## src/rtl/tfc_pkg.sv

```systemverilog
package tfc_pkg;
    typedef enum logic [2:0] {
        ST_IDLE,
        ST_FRAME,
        ST_CHARGE,
        ST_HOLDOFF,
        ST_FIRE
    } tfc_state_t;
endpackage

```

## src/rtl/tfc_edge.sv

```systemverilog
// Rising/falling edge detection for a bundle of already-synchronised lines.
module tfc_edge #(
    parameter int W = 3
) (
    input  logic         clk,
    input  logic         rst_n,
    input  logic [W-1:0] lvl_i,
    output logic [W-1:0] rise_o,
    output logic [W-1:0] fall_o
);
    logic [W-1:0] prev_q;

    always_ff @(posedge clk or negedge rst_n) begin
        if (!rst_n) prev_q <= '0;
        else        prev_q <= lvl_i;
    end

    for (genvar i = 0; i < W; i++) begin : g_line
        assign rise_o[i] = lvl_i[i] & ~prev_q[i];
        assign fall_o[i] = ~lvl_i[i] & prev_q[i];
    end
endmodule

```

## src/rtl/tfc_select.sv

```systemverilog
// Serial select register, edge counter and selection validity.
module tfc_select #(
    parameter int N_PLUGS = 4
) (
    input  logic                 clk,
    input  logic                 rst_n,
    input  logic                 clear_i,
    input  logic                 shift_i,
    input  logic                 din_i,
    output logic [N_PLUGS-1:0]   sel_o,
    output logic [N_PLUGS/2-1:0] cap_o,
    output logic                 cnt_ok_o,
    output logic                 sel_ok_o
);
    localparam int NA   = N_PLUGS / 2;
    localparam int CMAX = N_PLUGS + 1;
    localparam int CW   = $clog2(CMAX + 1);
    localparam int OW   = $clog2(N_PLUGS + 1);

    logic [N_PLUGS-1:0] sel_q;
    logic [CW-1:0]      cnt_q;
    logic [NA-1:0]      pair_both;
    logic [OW-1:0]      ones;

    always_ff @(posedge clk or negedge rst_n) begin
        if (!rst_n) begin
            sel_q <= '0;
            cnt_q <= '0;
        end else if (clear_i) begin
            sel_q <= '0;
            cnt_q <= '0;
        end else if (shift_i) begin
            sel_q <= {sel_q[N_PLUGS-2:0], din_i};
            if (cnt_q != CW'(CMAX)) cnt_q <= cnt_q + 1'b1;
        end
    end

    for (genvar k = 0; k < NA; k++) begin : g_asm
        assign cap_o[k]     = sel_q[2*k] | sel_q[2*k+1];
        assign pair_both[k] = sel_q[2*k] & sel_q[2*k+1];
    end

    always_comb begin
        ones = '0;
        for (int i = 0; i < N_PLUGS; i++) ones = ones + OW'(sel_q[i]);
    end

    assign sel_o    = sel_q;
    assign cnt_ok_o = (cnt_q == CW'(N_PLUGS));
    assign sel_ok_o = (ones != '0) && (ones <= OW'(2)) && (pair_both == '0);

    // a frame start leaves an empty selection behind
    a_r2_clear_empties: assert property (@(posedge clk) disable iff (!rst_n)
        clear_i |=> (sel_o == '0 && !cnt_ok_o));
endmodule

```

## src/rtl/tfc_timer.sv

```systemverilog
// Loadable down counter shared by the watchdog, hold-off and pulse phases.
module tfc_timer #(
    parameter int W = 8
) (
    input  logic         clk,
    input  logic         rst_n,
    input  logic         load_i,
    input  logic [W-1:0] load_val_i,
    input  logic         dec_i,
    output logic         zero_o
);
    logic [W-1:0] cnt_q;

    always_ff @(posedge clk or negedge rst_n) begin
        if (!rst_n)      cnt_q <= '0;
        else if (load_i) cnt_q <= load_val_i;
        else if (dec_i)  cnt_q <= cnt_q - 1'b1;
    end

    assign zero_o = (cnt_q == '0);

    // phase timing relies on the counter never wrapping
    a_r5_timer_no_wrap: assert property (@(posedge clk) disable iff (!rst_n)
        (dec_i && !load_i) |-> !zero_o);
endmodule

```

## src/rtl/thr_fire_ctl.sv

```systemverilog
module thr_fire_ctl
    import tfc_pkg::*;
#(
    parameter int N_PLUGS   = 4,
    parameter int DELAY_CYC = 100000,
    parameter int WDOG_CYC  = 200000000,
    parameter int PULSE_CYC = 1000
) (
    input  logic                 clk,
    input  logic                 rst_n,
    input  logic                 fire_i,
    input  logic                 sclk_i,
    input  logic                 sdata_i,
    input  logic                 chg_done_i,
    output logic                 busy_n_o,
    output logic [N_PLUGS-1:0]   plug_en_o,
    output logic [N_PLUGS/2-1:0] cap_en_o,
    output logic                 sel_err_o
);
    localparam int NA   = N_PLUGS / 2;
    localparam int M1   = (WDOG_CYC > DELAY_CYC) ? WDOG_CYC : DELAY_CYC;
    localparam int MAXC = (M1 > PULSE_CYC) ? M1 : PULSE_CYC;
    localparam int TW   = $clog2(MAXC + 1);

    tfc_state_t state_q, state_d;
    logic [2:0] rise, fall;
    logic       fire_rise, fire_fall, sclk_rise;
    logic [N_PLUGS-1:0] sel;
    logic [NA-1:0]      cap;
    logic       cnt_ok, sel_ok;
    logic       t_load, t_dec, t_zero, abort;
    logic [TW-1:0] t_val;
    logic       err_q;

    tfc_edge #(.W(3)) u_edge (
        .clk    (clk),
        .rst_n  (rst_n),
        .lvl_i  ({sdata_i, sclk_i, fire_i}),
        .rise_o (rise),
        .fall_o (fall)
    );
    assign fire_rise = rise[0];
    assign fire_fall = fall[0];
    assign sclk_rise = rise[1];

    tfc_select #(.N_PLUGS(N_PLUGS)) u_sel (
        .clk      (clk),
        .rst_n    (rst_n),
        .clear_i  (state_q == ST_IDLE && fire_rise),
        .shift_i  (state_q == ST_FRAME && sclk_rise),
        .din_i    (sdata_i),
        .sel_o    (sel),
        .cap_o    (cap),
        .cnt_ok_o (cnt_ok),
        .sel_ok_o (sel_ok)
    );

    tfc_timer #(.W(TW)) u_tmr (
        .clk        (clk),
        .rst_n      (rst_n),
        .load_i     (t_load),
        .load_val_i (t_val),
        .dec_i      (t_dec),
        .zero_o     (t_zero)
    );

    // state register and error flag
    always_ff @(posedge clk or negedge rst_n) begin
        if (!rst_n) begin
            state_q <= ST_IDLE;
            err_q   <= 1'b0;
        end else begin
            state_q <= state_d;
            if (abort)                                  err_q <= 1'b1;
            else if (state_q == ST_IDLE && fire_rise)   err_q <= 1'b0;
        end
    end

    // next state and timer control
    always_comb begin
        state_d = state_q;
        t_load  = 1'b0;
        t_val   = '0;
        t_dec   = 1'b0;
        abort   = 1'b0;
        unique case (state_q)
            ST_IDLE: begin
                if (fire_rise) state_d = ST_FRAME;          // start
            end
            ST_FRAME: begin
                if (fire_fall) begin
                    if (cnt_ok && sel_ok) begin             // accept
                        state_d = ST_CHARGE;
                        t_load  = 1'b1;
                        t_val   = TW'(WDOG_CYC - 1);
                    end else begin                          // abort
                        state_d = ST_IDLE;
                        abort   = 1'b1;
                    end
                end
            end
            ST_CHARGE: begin
                if (chg_done_i || t_zero) begin             // charged
                    state_d = ST_HOLDOFF;
                    t_load  = 1'b1;
                    t_val   = TW'(DELAY_CYC - 1);
                end else t_dec = 1'b1;
            end
            ST_HOLDOFF: begin
                if (t_zero) begin                           // spark
                    state_d = ST_FIRE;
                    t_load  = 1'b1;
                    t_val   = TW'(PULSE_CYC - 1);
                end else t_dec = 1'b1;
            end
            ST_FIRE: begin
                if (t_zero) state_d = ST_IDLE;              // done
                else        t_dec   = 1'b1;
            end
            default: state_d = ST_IDLE;
        endcase
    end

    // Moore outputs
    always_comb begin
        busy_n_o  = (state_q != ST_CHARGE);
        plug_en_o = (state_q == ST_FIRE) ? sel : '0;
        cap_en_o  = (state_q == ST_CHARGE || state_q == ST_HOLDOFF ||
                     state_q == ST_FIRE) ? cap : '0;
        sel_err_o = err_q;
    end

    // busy only falls two edges after fire was seen falling
    a_r4_busy_follows_fire: assert property (@(posedge clk) disable iff (!rst_n)
        $fell(busy_n_o) |-> ($past(fire_i) == 1'b0 && $past(fire_i, 2) == 1'b1));

    // no spark while charging, never more than two plugs
    a_r10_no_spark_while_busy: assert property (@(posedge clk) disable iff (!rst_n)
        !busy_n_o |-> (plug_en_o == '0));
    a_r10_at_most_two: assert property (@(posedge clk) disable iff (!rst_n)
        $countones(plug_en_o) <= 2);

    // a spark begins only once busy has already been released
    a_r5_spark_after_release: assert property (@(posedge clk) disable iff (!rst_n)
        $rose(|plug_en_o) |-> $past(busy_n_o));

    // an aborted frame leaves the charge path idle
    a_r7_err_no_charge: assert property (@(posedge clk) disable iff (!rst_n)
        sel_err_o |-> (busy_n_o && cap_en_o == '0 && plug_en_o == '0));

    for (genvar k = 0; k < NA; k++) begin : g_pair_chk
        // the two plugs of one assembly never fire together
        a_r10_pair_exclusive: assert property (@(posedge clk) disable iff (!rst_n)
            !(plug_en_o[2*k] && plug_en_o[2*k+1]));
    end
endmodule

```

## config.mk

```make
export PLATFORM = sky130hd
export DESIGN_NAME = thr_fire_ctl
export DESIGN_NICKNAME = d
export VERILOG_FILES = /design/src/rtl/tfc_pkg.sv /design/src/rtl/tfc_edge.sv /design/src/rtl/tfc_select.sv /design/src/rtl/tfc_timer.sv /design/src/rtl/thr_fire_ctl.sv
export SDC_FILE = /design/constraint.sdc
export NUM_CORES = 1
export LEC_CHECK = 0
export CAP_MARGIN = 10
export CORE_MARGIN = 3
export CORE_UTILIZATION = 33
export DETAILED_ROUTE_END_ITERATION = 10
export DONT_BUFFER_PORTS = 1
export SYNTH_ARGS = -nofsm -noshare
export SYNTH_HDL_FRONTEND = slang
export SYNTH_SLANG_ARGS = --single-unit
```

## constraint.sdc

```tcl
create_clock -name clk -period 6.4 [get_ports clk]
set_input_delay 0.64 -clock clk [delete_from_list [all_inputs] [get_ports clk]]
set_output_delay 0.64 -clock clk [all_outputs]
set_load 0.005 [all_outputs]
```

=== After elaboration in Yosys (flattened, before gate mapping) ===
Cells that the tools add are included.

* Flip-flop bits (word level): 41
* Bits of input ports: 6
* Output and inout bits: 8
* Word-level logic and storage cells: 87

* Add/sub/neg operators: 5
* Order comparisons: 1
* Eq/ne operators: 12
* Muxes and demuxes: 34
* Bitwise operators: 10
* Reduce and logical (&&, ||, !) cells: 19

{| class="wikitable"
|+ Operators by type and width
! kind !! number
|-
| 28-bit 2-to-1 mux || 4
|-
| 28-bit one-hot mux with 3 select lines || 1
|-
| 28-bit zero test || 1
|-
| 28-bit by 1-bit subtractor with 28-bit output, second input constant || 1
|-
| 3-bit 2-to-1 mux || 8
|-
| 17-bit 2-to-1 mux || 1
|-
| 3-bit one-hot mux with 5 select lines || 1
|-
| 4-bit 2-to-1 mux || 3
|-
| 1-bit 2-to-1 mux || 11
|-
| 10-bit 2-to-1 mux || 1
|-
| 2-bit inequality test, second input constant || 5
|-
| 2-bit nonzero test || 4
|-
| 3-bit by 1-bit adder with 3-bit output || 2
|-
| 3-bit by 2-bit == test with 1-bit output, second input constant || 2
|-
| 3-bit == test, second input constant || 2
|-
| 1-bit AND || 5
|-
| 1-bit logical AND || 5
|-
| 5-bit AND reduction || 1
|-
| 2-bit 2-to-1 mux || 2
|-
| 3-bit by 1-bit adder with 3-bit output, second input constant || 1
|-
| 3-bit by 1-bit == test with 1-bit output, second input constant || 1
|-
| 3-bit by 2-bit <= comparator with 1-bit output, second input constant || 1
|-
| 3-bit zero test || 1
|-
| 1-bit logical OR || 3
|-
| 11 further kinds || 14
|}

=== Longest topological paths before layout ===
Gate-level depths: netlist of the first run.

* Word-level depth: 11
* Mapped depth: 10
* Depth with buffers taken out: 10

=== By module ===
Synthesis of the first run repeated with hierarchy kept, for this count alone.

* Cell total of the unflattened synthesis: 285
* Area total of the unflattened synthesis: 2630.0 µm²

{| class="wikitable"
|+ By module, submodules not included
! module !! instances !! cells an instance !! area each (µm²) !! sequential area each (µm²)
|-
| tfc_timer || 1 || 183 || 1621.6 || 700.7
|-
| tfc_select || 1 || 48 || 515.5 || 175.2
|-
| thr_fire_ctl || 1 || 45 || 380.4 || 100.1
|-
| tfc_edge || 1 || 9 || 112.6 || 75.1
|}

=== Worst setup path before layout of the first run ===
OpenSTA, ideal clock, no wires.

* Path type: reg-to-reg
* Start: register u_sel.sel_q[0], in the netlist u_sel.sel_o[0]
* End: register u_tmr.cnt_q[8]
* Setup time: 99 ps
* Arrival: 2691 ps
* Data required time: 6301 ps
* Path slack: 3610 ps
* Stages on the path, launching flop included: 11
* Buffers on the path: 0
* Clock period less this slack: 2790 ps
* Cells stage by stage: dfrtp_1 inv_1 ha_1 fa_1 ha_1 nor2_1 mux2i_1 nor3_1 a211o_1 a21oi_1 a311oi_1

* Longest elaborated chain between the ends: 11
* Elaborated cells on any way between the ends: 18
* Classes of those cells: add/sub (3); order compare (1); mux (7); bitwise (1); reduce/logical (6)

{| class="wikitable"
|+ Ends and longest elaborated chain
! element !! line !! source
|-
| from (decl) || tfc_select.sv:20 || <nowiki>logic [N_PLUGS-1:0] sel_q;</nowiki>
|-
| from (signal assigned) || tfc_select.sv:33 || <nowiki>sel_q <= {sel_q[N_PLUGS-2:0], din_i};</nowiki>
|-
| 1-bit by 1-bit adder with 2-bit output || tfc_select.sv:45 || <nowiki>for (int i = 0; i < N_PLUGS; i++) ones = ones + OW'(sel_q[i]);</nowiki>
|-
| 3-bit by 1-bit adder with 3-bit output (2 in series) || tfc_select.sv:45 ||
|-
| 3-bit by 2-bit <= comparator with 1-bit output / 3-bit nonzero test (equally long branches) || tfc_select.sv:50 || <nowiki>assign sel_ok_o = (ones != '0) && (ones <= OW'(2)) && (pair_both == '0);</nowiki>
|-
| 1-bit logical AND || tfc_select.sv:50 ||
|-
| 1-bit logical AND * || tfc_select.sv:50 ||
|-
| 1-bit logical AND * || thr_fire_ctl.sv:92 || <nowiki>if (cnt_ok && sel_ok) begin</nowiki>
|-
| 28-bit 2-to-1 mux / 1-bit 2-to-1 mux (equally long branches) || thr_fire_ctl.sv:92 ||
|-
| 28-bit 2-to-1 mux / 1-bit 2-to-1 mux (equally long branches) || thr_fire_ctl.sv:91 || <nowiki>if (fire_fall) begin</nowiki>
|-
| 28-bit one-hot mux with 3 select lines / 1-bit one-hot mux with 3 select lines (equally long branches) || thr_fire_ctl.sv:86 || <nowiki>unique case (state_q)</nowiki>
|-
| 28-bit 2-to-1 mux / 2-bit nonzero test (equally long branches) || n/a ||
|-
| to (signal assigned) || tfc_timer.sv:16 || <nowiki>else if (load_i) cnt_q <= load_val_i;</nowiki>
|-
| to (signal assigned) || tfc_timer.sv:17 || <nowiki>else if (dec_i) cnt_q <= cnt_q - 1'b1;</nowiki>
|-
| to (decl) || tfc_timer.sv:12 || <nowiki>logic [W-1:0] cnt_q;</nowiki>
|}

Every way passes the cells marked *; elsewhere a longest branch is shown, timed or not.
A chain may end at the register's enable or synchronous reset.

=== Worst setup path in the final report of the first run ===
* Start: register u_tmr.cnt_q[0]
* End: register u_tmr.cnt_q[5]

* Longest elaborated chain between the ends: 5
* Elaborated cells on any way between the ends: 14
* Classes of those cells: add/sub (1); mux (10); reduce/logical (3)

{| class="wikitable"
|+ Ends and longest elaborated chain
! element
|-
| parallel branches: the longest is 5 deep, another holds 28-bit by 1-bit subtractor with 28-bit output
|}

Several ways; the timed one is not identified. The select of a mux whose other input is x is not followed.

==> metrics.txt, run 1 <==
setup violators final=0; detailed router's first-iteration violation count=133; Worst Skew=13.2 ps; count of hold-fix buffers inserted at cts=0; total power=0.000514 W; Vias/cell=~5.2; leakage dissipation=1.10 nW; Worst Setup SP=u_tmr.cnt_q[0]$_DFFE_PN0P_; placed instance count=362; min Tclk post-route=between 2000 and 3000 ps; crit-path max cell delay=540 ps; Final Wtd Congestion=0.791; CTS Buffer Depth=2; clk slew on worst S/H paths=~90 ps; number of synthesized flops with an enable pin=0; fin cells=370; top-count cell post-synth=dfrtp_1; setup TNS=0 ps; final hold viol count=0; first-pass GRT wire length=9.07 mm; WP data required=6580 ps; # Post-CTS Setup Buffers=0; CTS buffer count=5; diode count=0; core box area=7020 um^2; placed inst area=2540 um^2; reg2reg end=u_tmr.cnt_q[5]$_DFFE_PN0P_; Post-synth top cells=dfrtp_1, nor2_1, nand2_1; NumNets Final=288; clock latency on the worst-skew pair=300 ps; RSZ-0062 raised after global routing=no; startpoint class of the critical path=flip-flop; share of the synthesized area in the top cell type=41.4%; VDD IR-drop max=133 uV; Setup crit end kind=flip-flop; worst r2r path cells=8; post-route ant nets=0; Mapped Nets=290; total gr overflow=0; PortBufs=0; Layout area overhead=8.23%; period utilization=between 40% and 50%; largest net degree at the start of global routing=42; status=complete, no violations; vias in the first global route=roughly 1900; Resized cells post-CTS=0; Total Wirelength=~5.2 mm; total track usage=13.0%; H-Tree Depth=2; Mapped Cells=between 200 and 300; sequential share of the synthesized area=41.4%; Max-Cap Viols=0; die footprint=8590 um^2; Pre-antenna DRT Iters=4; number of synthesized register bits=41; Critical Path AT=3110 ps; CTS sink count=41; Die X=92.7 um; initial antenna violation count=0; slowest CP cell=or3_4; Residual DRC=0; DR vias=just under 2000; CTS tree=built; Avg Cell Area, Syn=around 9.0 um^2; Fmax=0.342 GHz; Worst R2R Start=u_tmr.cnt_q[0]$_DFFE_PN0P_; worst slew pin tran=697 ps; final instance area=2680 um^2; PwrDens=192 nW/um^2; r2r setup slk=3480 ps; Synth area leader=dfrtp_1; Synth Warn #=0; WL/cell=14.1 um; std cell rows=30; Synth cell types=51; layout cell share with drive strength beyond 1=around 7.7%; ys flop type=dfrtp_1; slew margin rel.=53.6%; CP endpoint=u_tmr.cnt_q[5]$_DFFE_PN0P_; Final Max Slew Viols=0; Max FO, Critical Path=12; CTS root buf=clkbuf_8; area of the mapped netlist=2480 um^2; hpwl dp=3.77 mm; CP cell instances=inv_1 > ha_1 > nor4b_1 > nand2_1 > or3_4 > a211oi_4 > nor2_1 > o211a_1; main area contributors after synthesis=dfrtp_1, nor2_1, nand2_1; die height=92.7 um; Crit Path Category=reg -> reg; IO Pins=14; ys async rst share=100%; Initial Util=35.3%; Hold/Removal Path Class=in -> async
metal layers:
layer  up-vias  GRT usage, %  wire [um]
met4         0          2.69         15
met2        44          20.0       2360
met3         2          2.52        214
met1       914          19.1       2610
li1        962             -          -
met5         -             0          0
state kept, by name, indices dropped and copies added (netlist names):
signal / count
u_edge.prev_q: 2
u_sel.sel_o: 4
u_sel.cnt_q: 3
u_tmr.cnt_q: 28
state_q: 3
sel_err_o: 1
placed cells by master (no fill, tap or decap), types with 5 or more instances in the layout:
master	instances
dfrtp_1	41
o21ai_0	10
a311oi_1	5
nor3_1	14
xor2_1	8
nand3_1	8
inv_1	12
ha_1	8
a21oi_1	12
nand4_1	6
nor4_1	5
clkbuf_8	5
a211oi_1	6
nand2_1	27
nor2_1	35
and2_1	7
xnor2_1	8
layout make-up:
class                   count  area, um^2
well taps                  96         120
repair buffers              1        7.51
clock inverters             3        68.8
clock buffers               5        68.8
flip-flops and latches     41        1030
multi-input cells         212        1350
fillers                   723        4340
inverters                  12        45.0
worst max-delay path, delay by kind of cell, from the launching register on:
kind                       cells  cell delay [ps]
AOI/OAI and AO/OA              2              570
adders and majority gates      1              190
buffers and inverters          1               80
DFF                            1              410
and+or+nand+nor                4             1570
worst min-delay path by stage:
stage,start,to,slack (ps),cells past startpoint
after global placement,rst_n,u_tmr.cnt_q[7]$_DFFE_PN0P_,350,0
after floorplan,rst_n,sel_err_o$_DFFE_PN0P_,340,0
after CTS,rst_n,u_tmr.cnt_q[3]$_DFFE_PN0P_,20,0
after global routing,rst_n,u_tmr.cnt_q[2]$_DFFE_PN0P_,4,0
after detailed placement,rst_n,u_tmr.cnt_q[7]$_DFFE_PN0P_,350,0
final,rst_n,u_tmr.cnt_q[4]$_DFFE_PN0P_,30,0
metrics by stage:
stage	hold WS [ps]	util, %	worst slack, ps
6_report	29.1	38.2	3480
5_1_grt	3.52	38.2	3190
4_1_cts	19.9	38.2	3470
3_5_place_dp	346	36.3	3480
3_3_place_gp	346	36.3	3580
2_1_floorplan	344	-	3610
logic make-up after synthesis:
kind of cell    synth area share [%]
simple gates                    28.5
compound gates                  14.5
flops                           41.4
buf+inv                         4.29
xor+xnor                        5.65
fa+ha+maj                       4.85
mux                            0.808
power breakdown:
group          switching [W]  internal (W)
Combinational    0.000000364   0.000000426
Clock              0.0000963      0.000157
Sequential       0.000000225      0.000259
No activity file was read; power rests on OpenSTA's default activity.
==> inputs of run 2 (changes only) <==
Settings changed: ABC_AREA from default to 1.
Clock period 6.4 ns to 2.9 ns, I/O delays scaled along.
==> metrics.txt, run 2 <==
status=complete, no violations; r2r setup slk=250 ps (-3230 ps); Pre-antenna DRT Iters=4 (unchanged); largest reg by FF count=u_tmr.cnt_q; # fillers=856 (+18%); Largest register FFs=28 (unchanged); Vias/cell=4.76 (-8.4%); CTS tree=built; Mapped Nets=421 (+45%); VDD IR-drop max=238 uV (+79%); share of the synthesized area in the top cell type=36.5% (-4.9 points); Hold/Removal Path Class=in -> reg; Synth area leader=dfrtp_1; Crit Path Category=reg -> reg; PnR worst setup slack=246 ps (-3230 ps); main area contributors after synthesis=dfrtp_1, nand2_1, nor2_1; Avg Cell Area, Syn=6.92 um^2 (-23%); WL/cell=12.7 um (-9.5%); Worst R2R Start=u_sel.sel_o[0]$_DFFE_PN0P_; slew margin rel.=66.7% (+13 points); Initial Util=34.0% (-1.3 points); Final Max Slew Viols=0 (unchanged); Comb power frac=43.3% (+43 points); total gr overflow=0 (unchanged); DR vias=2483 (+29%); die footprint=9660 um^2 (+12%); Reg power frac=38.2% (-12 points); clock share of power=18.6% (-31 points); post-route ant nets=0 (unchanged); Synth cell types=34 (-33%); CP cell instances=inv_1 > ha_1 > fa_1 > ha_1 > o21ai_0 > nand3_1 > nor3_1 > clkinv_1 > nand2_1 > nand2_1 > nand2_1; std cell rows=33 (+10%); Critical Path Most Common Cell=nand2_1; initial antenna violation count=0 (unchanged); Worst Skew=8.07 ps (-5.08 ps); placed instance count=506 (+40%); Net Switching=0.00118 W (+1100%); Sw Ratio=44.1% (+25 points); leakage dissipation=1.54 nW (+40%); Max-Cap Viols=0 (unchanged); Critical Path AT=2890 ps (-220 ps); number of synthesized flops with an enable pin=0 (unchanged); wire length on met2=3.03 mm (+28%); worst slew pin tran=496 ps (-201 ps); reg2reg end=u_tmr.cnt_q[25]$_DFFE_PN0P_; IO Pins=14 (unchanged); total track usage=14.3% (+1.3 points); CP endpoint=u_tmr.cnt_q[25]$_DFFE_PN0P_; slowest CP cell=dfrtp_1; worst r2r path cells=11 (+3); startpoint class of the critical path=flip-flop; area of the mapped netlist=2810 um^2 (+13%); NumNets Final=431 (+50%); PortBufs=0 (unchanged); most common cell after layout, fill and taps aside=nand2_1; ys flop type=dfrtp_1; post-placement setup slack=173 ps (-3310 ps); clock latency on the worst-skew pair=300 ps (about the same); Max FO, Critical Path=9 (-3); Metal-1 WL=3.17 mm (+22%); Post-synth top cells=nand2_1, nor2_1, inv_1; Internal=0.00150 W (+260%); largest net degree at the start of global routing=42 (unchanged); detailed router's first-iteration violation count=131 (-1.5%); ys async rst share=100% (unchanged); Worst Path Buf+Inv=2 (+1); CTS root buf=clkbuf_8; Final Wtd Congestion=0.866 (+9.5%); Setup crit end kind=flip-flop; Worst Setup SP=u_sel.sel_o[0]$_DFFE_PN0P_; period utilization=91.5% (+46 points); sequential share of the synthesized area=36.5% (-4.9 points); Layout area overhead=10.2%; H-Tree Depth=2 (unchanged); hpwl dp=4.92 mm (+30%); Mapped Cells=406 (+48%); number of synthesized register bits=41 (unchanged); final hold viol count=0 (unchanged); Resized cells post-CTS=0 (unchanged); Total Wirelength=6.64 mm (+28%); commonest non-fill, non-tap cells in the layout=nand2_1, nor2_1, inv_1, dfrtp_1, nand3_1; WP data required=3140 ps (-3440 ps); Synth Warn #=0 (unchanged); CTS sink count=41 (unchanged); fin cells=522 (+41%); CTS buffer count=5 (unchanged); total stage count of the critical path=11 (+3); Residual DRC=0 (unchanged); CTS Buffer Depth=2 (unchanged); met3 WL=353 um (+65%); Fmax=0.377 GHz (+10%); setup TNS=0 ps (unchanged); core box area=8260 um^2 (+18%); crit-path max cell delay=390 ps (-150 ps); diode count=0 (unchanged); min Tclk post-route=2650 ps (-268 ps); vias in the first global route=2341 (+25%); cell family with most CP delay=adder cells; PwrDens=866 nW/um^2 (+350%); uppermost layer routed=met4; Die X=98.3 um (+6.1%); clk slew on worst S/H paths=90 ps (about the same); RSZ-0062 raised after global routing=no; die height=98.3 um (+6.1%); layout cell share with drive strength beyond 1=7.43% (-0.23 points); first-pass GRT wire length=11.3 mm (+25%); top-count cell post-synth=nand2_1; setup violators final=0 (unchanged)
## run 2: changes by cell type after synthesis, moves of 5 or more
| cell | delta |
|---|---|
| a211oi_1 | -6 |
| a21oi_1 | -7 |
| a311oi_1 | -5 |
| and2_1 | -7 |
| clkbuf_1 | -6 |
| inv_1 | +36 |
| nand2_1 | +100 |
| nand3_1 | +17 |
| nor2_1 | +35 |
| nor3_1 | -6 |
| nor4_1 | -5 |
## run 2: power by group through the flow
stage	Combinational (W)	Clock, W	Sequential [W]
after global routing	0.00135	0.000531	0.00106
after CTS	0.00114	0.000509	0.00102
final	0.00116	0.000498	0.00102
after detailed placement	0.00111	0	0.00102
after floorplan	0.000950	0	0.000948
after global placement	0.00109	0	0.00102
## run 2: per-layer routing
metal | global-route usage [%] | vias to the layer above
met1 | 19.9 | 1144
met4 | 4.52 | 0
li1 | - | 1279
met3 | 3.21 | 7
met2 | 22.0 | 53
met5 | 0 | -
## run 2: how the worst min path moves through the flow
stage / start / to / slack (ps) / cells past startpoint
after floorplan: rst_n / sel_err_o$_DFFE_PN0P_ / -6 / 0
after global placement: rst_n / u_tmr.cnt_q[21]$_DFFE_PN0P_ / -5 / 0
after detailed placement: rst_n / u_tmr.cnt_q[21]$_DFFE_PN0P_ / -5 / 0
after CTS: sdata_i / u_sel.sel_o[0]$_DFFE_PN0P_ / 100 / 2
after global routing: sdata_i / u_sel.sel_o[0]$_DFFE_PN0P_ / 120 / 2
final: sdata_i / u_sel.sel_o[0]$_DFFE_PN0P_ / 110 / 2
## run 2: repair_timing
item | CTS | global route
setup endpoints to repair | 0 | 14
endpoints found under the hold margin | 43 | 0
hold buffers | 4 | 0
setup buffers | 0 | 3
## run 2: cells by family after synthesis
group / after synthesis / share of synthesized area (%)
xor gates and xnor gates: 19 / 5.92
DFF: 41 / 36.5
and+or+nand+nor: 247 / 37.8
buffers and inverters: 59 / 9.17
adders and majority gates: 9 / 4.27
AOI/OAI and AO/OA: 31 / 6.32
## run 2: worst register-to-register path: stages (launching register included)
cell      delay, ps
dfrtp_1         390
inv_1           120
ha_1            260
fa_1            390
ha_1            200
o21ai_0         220
nand3_1         160
nor3_1          280
clkinv_1        310
nand2_1         140
nand2_1          50
nand2_1          60
## run 2: metrics by stage
stage	utilization [%]	power, W	instance area (um^2)	hold WS [ps]
after floorplan	-	0.00190	2810	-5.59
after global placement	35.0	0.00212	2890	-4.56
after detailed placement	35.0	0.00214	2890	-4.86
after CTS	37.1	0.00267	3060	104
after global routing	37.5	0.00294	3100	122
final	37.5	0.00268	3100	113
## run 2: area by class of cell
type                    instances  area (um^2)  area share [%]
clock buffers                   6         82.6            2.67
clock inverters                 2         37.5            1.21
inverters                      53          203            6.55
multi-input cells             307         1540            49.6
flip-flops and latches         41         1030            33.1
well taps                     105          131            4.24
repair buffers                  8         80.1            2.59
